[config.mk]
export PLATFORM = sky130hd
export DESIGN_NAME = imm_operand_sel
export DESIGN_NICKNAME = d
export VERILOG_FILES = /design/src/rtl/imm_sel_pkg.sv /design/src/rtl/imm_extender.sv /design/src/rtl/operand_mux.sv /design/src/rtl/imm_operand_sel.sv
export SDC_FILE = /design/constraint.sdc
export NUM_CORES = 1
export LEC_CHECK = 0
export BUFFER_PORTS_ARGS = -buffer_cell sky130_fd_sc_hd__buf_4
export CORE_MARGIN = 4
export CORE_UTILIZATION = 31
export DETAILED_ROUTE_END_ITERATION = 8
export GPL_TIMING_DRIVEN = 0
export MAX_ROUTING_LAYER = met4
export PLACE_DENSITY = 0.94
export SYNTH_ARGS = -nofsm -noshare
export SYNTH_HDL_FRONTEND = slang
export SYNTH_HIERARCHICAL = 1
export SYNTH_SLANG_ARGS = --single-unit
[constraint.sdc]
create_clock -name vclk -period 1.2
set_input_delay 0.06 -clock vclk [all_inputs]
set_output_delay 0.06 -clock vclk [all_outputs]
set_load 0.05 [all_outputs]
[src/rtl/imm_sel_pkg.sv]
package imm_sel_pkg;
  typedef enum logic [1:0] {
    EXT_SIGN  = 2'b00,
    EXT_ZERO  = 2'b01,
    EXT_UPPER = 2'b10,
    EXT_RSVD  = 2'b11
  } ext_mode_e;
endpackage

[src/rtl/imm_extender.sv]
module imm_extender
  import imm_sel_pkg::*;
#(
  parameter int IMM_W  = 16,
  parameter int DATA_W = 32
) (
  input  logic [IMM_W-1:0]  imm_i,
  input  logic [1:0]        mode_i,
  output logic [DATA_W-1:0] ext_o
);
  localparam int PAD_W = DATA_W - IMM_W;

  ext_mode_e                mode;
  logic [DATA_W-1:0]        sign_ext, zero_ext, upper_ext;

  assign mode      = ext_mode_e'(mode_i);
  assign sign_ext  = {{PAD_W{imm_i[IMM_W-1]}}, imm_i};
  assign zero_ext  = {{PAD_W{1'b0}}, imm_i};
  assign upper_ext = {imm_i, {PAD_W{1'b0}}};

  always_comb begin
    unique case (mode)
      EXT_ZERO:  ext_o = zero_ext;
      EXT_UPPER: ext_o = upper_ext;
      default:   ext_o = sign_ext; // reserved code falls back to sign
    endcase
  end
endmodule

[src/rtl/operand_mux.sv]
module operand_mux #(
  parameter int DATA_W = 32
) (
  input  logic [DATA_W-1:0] reg_i,
  input  logic [DATA_W-1:0] imm_i,
  input  logic              sel_imm_i,
  output logic [DATA_W-1:0] op_o
);
  assign op_o = sel_imm_i ? imm_i : reg_i;
endmodule

[src/rtl/imm_operand_sel.sv]
module imm_operand_sel #(
  parameter int IMM_W  = 16,
  parameter int DATA_W = 32
) (
  input  logic [IMM_W-1:0]  imm_i,
  input  logic [1:0]        ext_mode_i,
  input  logic [DATA_W-1:0] rs_i,
  input  logic [DATA_W-1:0] rt_i,
  input  logic              sel_a_i,
  input  logic              sel_b_i,
  output logic [DATA_W-1:0] ext_o,
  output logic [DATA_W-1:0] opa_o,
  output logic [DATA_W-1:0] opb_o
);
  localparam int N_OPS = 2;

  logic [DATA_W-1:0] ext_val;
  logic [DATA_W-1:0] reg_src [N_OPS];
  logic [DATA_W-1:0] op_res  [N_OPS];
  logic [N_OPS-1:0]  sel_vec;

  imm_extender #(.IMM_W(IMM_W), .DATA_W(DATA_W)) i_ext (
    .imm_i  (imm_i),
    .mode_i (ext_mode_i),
    .ext_o  (ext_val)
  );

  assign reg_src[0] = rs_i;
  assign reg_src[1] = rt_i;
  assign sel_vec    = {sel_b_i, sel_a_i};

  for (genvar g = 0; g < N_OPS; g++) begin : g_op
    operand_mux #(.DATA_W(DATA_W)) i_mux (
      .reg_i     (reg_src[g]),
      .imm_i     (ext_val),
      .sel_imm_i (sel_vec[g]),
      .op_o      (op_res[g])
    );
  end

  assign ext_o = ext_val;
  assign opa_o = op_res[0];
  assign opb_o = op_res[1];
endmodule

==> results of run 1 <==
-- cell usage after synthesis, drive strengths merged --
library cell / instances
and2: 1
inv: 2
nor2b: 13
buf: 12
ha: 2
mux2: 64
o21a: 1
a21o: 15
and2b: 4
nor2: 1
-- kinds of logic (layout without fill, tap and decap cells) --
logic type               after synthesis  in the layout
multiplexers                          64             64
AND/OR/NAND/NOR                       19             19
AO/OA/AOI/OAI                         16             16
buffers and inverters                 14            207
adder cells (fa/ha/maj)                2              2
-- repair_timing --
| action | 4_1_cts | 5_1_grt |
|---|---|---|
| pin swaps | 8 | 2 |
| resized for setup | 109 | 28 |
| endpoints found under the hold margin | 0 | 0 |
| cloned | 2 | 0 |
| endpoints found under the setup margin | 85 | 93 |
| setup buffers | 7 | 9 |
-- through the flow --
step                cell area, sq um  hold slack (ps)
global placement                3020              500
floorplan                       1620              281
finish                          3690              469
global route                    3690              478
detailed placement              3020              502
CTS                             3540              471
-- worst min path at each step --
stage,slack (ps),depth (start not counted),endpoint,from
after detailed placement,500,3,opa_o[3],rs_i[3]
after global placement,500,3,opa_o[23],rs_i[23]
after CTS,470,3,opb_o[17],rt_i[17]
final,470,3,ext_o[25],imm_i[9]
after global routing,480,3,opa_o[18],rs_i[18]
after floorplan,280,1,ext_o[0],imm_i[0]
-- layout make-up --
class	instances	area share
multi-input combinational	101	0.392
buffer	11	0.0549
tap	52	0.0176
inverter	2	0.00406
timing repair buffer	194	0.531
-- metal layers --
layer  routed length [um]  vias to the layer above
li1                     -                      802
met4                  116                        0
met2                 4390                      114
met1                 2540                      838
met5                    0                        -
met3                  600                       12
-- report_power, final --
| part | internal, W | switching [W] | leakage (nW) |
|---|---|---|---|
| combinational | 0.00141 | 0.00172 | 1.98 |
| sequential | 0 | 0 | 0 |
| clock | 0 | 0 | 0 |
==> impl_metrics.yaml, run 1 <==
critical_path:
  cpPeakStageDelay_ps: 270
  critical_path.endpoint: "opb_o[16]"
  critPathRequiredTime_ps: 1140
  worstPathCellList: "buf_8, inv_8, ha_4, and2b_4, buf_16, a21o_4, mux2_4, buf_6"
  cp_top_family: "buffers and inverters"
  worst_setup_path_start_kind: "input pin"
  cp-end-kind: "output port"
  cp.depth: 8
  worstPathMaxFanout: 5
  startpoint: "ext_mode_i[0]"
  critPathKind: "in -> out"
  crit_buf_inv: 4
  arrival_ps: 1460
  cp_slowest_cell: "mux2_4"
detailed_routing:
  via_count: 1766
  wl_um: 7650
  drtPass1Iterations: 4
  wl_per_cell_um: 21.3
  drc_errors: 0
  drt_iter0_drc: 37
  postRouteAntennaNets: 0
  routed_via_density: 4.91
finish:
  numSequentialCells: 0
  final_cell_mix: "96 x buf_4, 70 x buf_6, 62 x mux2_4"
  mostFrequentLayoutCell: "buf_4"
  antennaDiodeCount: 0
  fillers: 232
  register_area_sq_um: 0
  final_util: 0.843
  nets: 396
  synthToLayoutAreaGrowth_pct: 162
  nClkBuffers: 0
  finalNonFillerCells: 360
  drive_above_1_share: 0.994
  multi_input_area_sq_mm: 0.00145
floorplan:
  die_w_um: 75.4
  start_util: 0.322
  core-area_sq_mm: 0.00438
  rows: 24
  io_pins: 180
  die-area_sq_mm: 0.00569
  die_h_um: 75.4
global_route:
  grtUsageTotal: 0.232
  antenna_found_initial: 0
  grt_pass1_wl_um: 9760
  grt_busiest_layer: "met2"
  grt_max_degree: 11
  met2_usage: 0.476
  grt_util_met3: 0.0290
  grt_util_met1: 0.232
  grt_pass1_vias: 1902
  globalRoute.totalOverflow: 0
min_path:
  worstHoldPathType: "in -> out"
timing:
  setup_slack_ps: -325
  max_slew_margin: 0.888
  setup_violations: 92
  period_share: 1.27
  fmax_ghz: 0.656
  worst_pin_slew_ps: 168
  rsz0062_at_grt: "true"
  min_period_ps: 1520
  slew_viol_final: 0
  setup_tns_ps: -19390
  hold_violations: 0
run_status:
  violations: "setup timing"
  status: "complete, but fails checks"
logic_synthesis:
  synth_top_family_by_area: "multiplexers"
  synthCells: 115
  synth_top_cell_area_share: 0.639
  synth-seq-area-share: 0
  synth_warnings: 6
  synth_top_area_cell: "mux2_4"
  synth_area_leaders: "mux2_4 64%, buf_12 8.5%, nor2b_1 5.8%"
  synthXorXnorAreaFrac: 0
  synthSimpleGateAreaFrac: 0.0878
  synth_fa_ha_area_frac: 0.0177
  synth_compound_area_frac: 0.0896
  synth.area.mux_share: 0.671
  syn_area_sq_mm: 0.00141
  synth_nets: 201
  yosysUniqueCellTypes: 15
  avgSynthCellArea_sq_um: 12.3
placement:
  dp.cells: 345
  dp_slack_ps: -439
  io_buffers: 178
  place.gp.congestion: 0.724
  dp_hpwl_um: 5370
clock_network:
  cts-hold-fix-buffers: 0
power:
  p_leak_nw: 1.98
  p_total_w: 0.00313
  powerDensity_mw_per_mm2: 848
  ir_worst_vdd_uv: 508
run:
  maxCapViolations: 0
No activity file was read; power rests on OpenSTA's default activity.
==> run 2: changes to the inputs <==
CORE_ASPECT_RATIO = 0.9   (was unset)
==> run 2 against run 1 <==
  * The run still ends with setup timing left
  * Utilization is 9.7 points higher
  * Non-clock buffer count is 12 higher
  * Hold slack better by 5.9 ps
  * Global-route usage is 3.6 points higher
  * Routed wire length is 33% higher
  * Combinational power is 8.9% higher
  * Critical endpoint is now opa_o[23]
  * Highest routed layer unchanged
==> impl_metrics.yaml, run 2 (synthesized netlist as in run 1, its figures left out) <==
run_status:
  status: "complete, but fails checks"
  violations: "setup timing"
detailed_routing:
  routed_via_density: 5.14
  drc_errors: 0
  via_count: 1954
  drt_iter0_drc: 87
  drtPass1Iterations: 4
  postRouteAntennaNets: 0
  wl_um: 10100
  wl_per_cell_um: 26.7
power:
  powerDensity_mw_per_mm2: 855
  combinationalPowerShare: 1.000
  p_sw_w: 0.00184
  p_leak_nw: 2.11
  ir_worst_vdd_uv: 680
  p_clk_frac: 0
  internal_power_w: 0.00157
  seqPwrFrac: 0
  swShare: 0.540
critical_path:
  cp-end-kind: "output port"
  worstPathMaxFanout: 5
  arrival_ps: 1500
  critPathRequiredTime_ps: 1140
  worst_setup_path_start_kind: "input pin"
  critPathKind: "in -> out"
timing:
  period_share: 1.30
  worst_pin_slew_ps: 230
  setup_slack_ps: -363
  slew_viol_final: 0
  min_period_ps: 1560
  hold_violations: 0
  max_slew_margin: 0.846
  fmax_ghz: 0.640
  setup_violations: 92
  rsz0062_at_grt: "true"
floorplan:
  io_pins: 180
  die_w_um: 79.1
  core-area_sq_mm: 0.00424
  start_util: 0.333
  rows: 22
  die_h_um: 72.0
  die-area_sq_mm: 0.00569
finish:
  drive_above_1_share: 0.994
  final_util: 0.940
  final_cell_mix: "85 x buf_4, 68 x buf_6, 62 x mux2_4"
  register_area_sq_um: 0
  antennaDiodeCount: 0
  synthToLayoutAreaGrowth_pct: 183
  nets: 408
  numSequentialCells: 0
  mostFrequentLayoutCell: "buf_4"
  nClkBuffers: 0
placement:
  place.gp.congestion: 0.753
  io_buffers: 178
  dp_slack_ps: -394
  dp_hpwl_um: 5680
global_route:
  grtUsageTotal: 0.268
  globalRoute.totalOverflow: 0
  antenna_found_initial: 0
  grt_pass1_vias: 2074
  grt_pass1_wl_um: 11600
  grt_max_degree: 11
min_path:
  worstHoldPathType: "in -> out"
run:
  maxCapViolations: 0
==> run 2: cell count changes in the layout (fill, tap and decap cells not counted), sizes merged <==
| cell | delta |
|---|---|
| buf | +12 |
==> run 2: final cells by class <==
class,instances,area (sq um)
Timing Repair Buffer,207,2250
Multi-Input combinational cell,101,1460
Fill cell,115,254
Buffer,10,183
Tap cell,60,75.1
Inverter,2,15.0
==> run 2: worst paths after layout <==
check / start / end / slack (ps) / cells after the start
max: ext_mode_i[0] / opa_o[23] / -360 / 8
min: rt_i[24] / opb_o[24] / 470 / 3
==> run 2: per-stage QoR <==
stage	cell area (sq um)	total power (W)	std cells	hold WS (ps)	setup TNS [ps]
5_1_grt	3990	0.00348	380	480	-24980
2_1_floorplan	1620	0.00188	115	281	-7520
6_report	3990	0.00341	380	475	-23250
3_5_place_dp	3030	0.00266	353	502	-22830
4_1_cts	3720	0.00313	369	473	-18480
3_3_place_gp	3030	0.00262	353	499	-21680
==> run 2: critical path, cell delays in order <==
cell and delay, ps:
buf_8 100, inv_8 30, ha_4 280, and2b_4 230, buf_6 140, a21o_4 220, mux2_4 280, buf_8 150
==> run 2: timing repair <==
action | 4_1_cts | 5_1_grt
pin swaps | 8 | 1
cloned | 3 | 0
hold buffers | 0 | 0
gates resized for setup | 135 | 59
setup endpoints to repair | 85 | 93
buffers inserted | 14 | 19
==> run 2: power by group through the flow <==
stage                     Sequential [W]  Combinational, W  Clock (W)
after floorplan                        0           0.00188          0
after global placement                 0           0.00262          0
after detailed placement               0           0.00266          0
after CTS                              0           0.00313          0
after global routing                   0           0.00348          0
final                                  0           0.00341          0
==> run 2: metal layers <==
layer / vias up / routed length, um / global-route usage / share of wire
li1: 830 / - / - / -
met1: 955 / 3380 / 0.267 / 0.33
met2: 139 / 5580 / 0.551 / 0.55
met3: 30 / 826 / 0.0484 / 0.081
met4: 0 / 363 / 0.0305 / 0.036
met5: - / 0 / - / 0
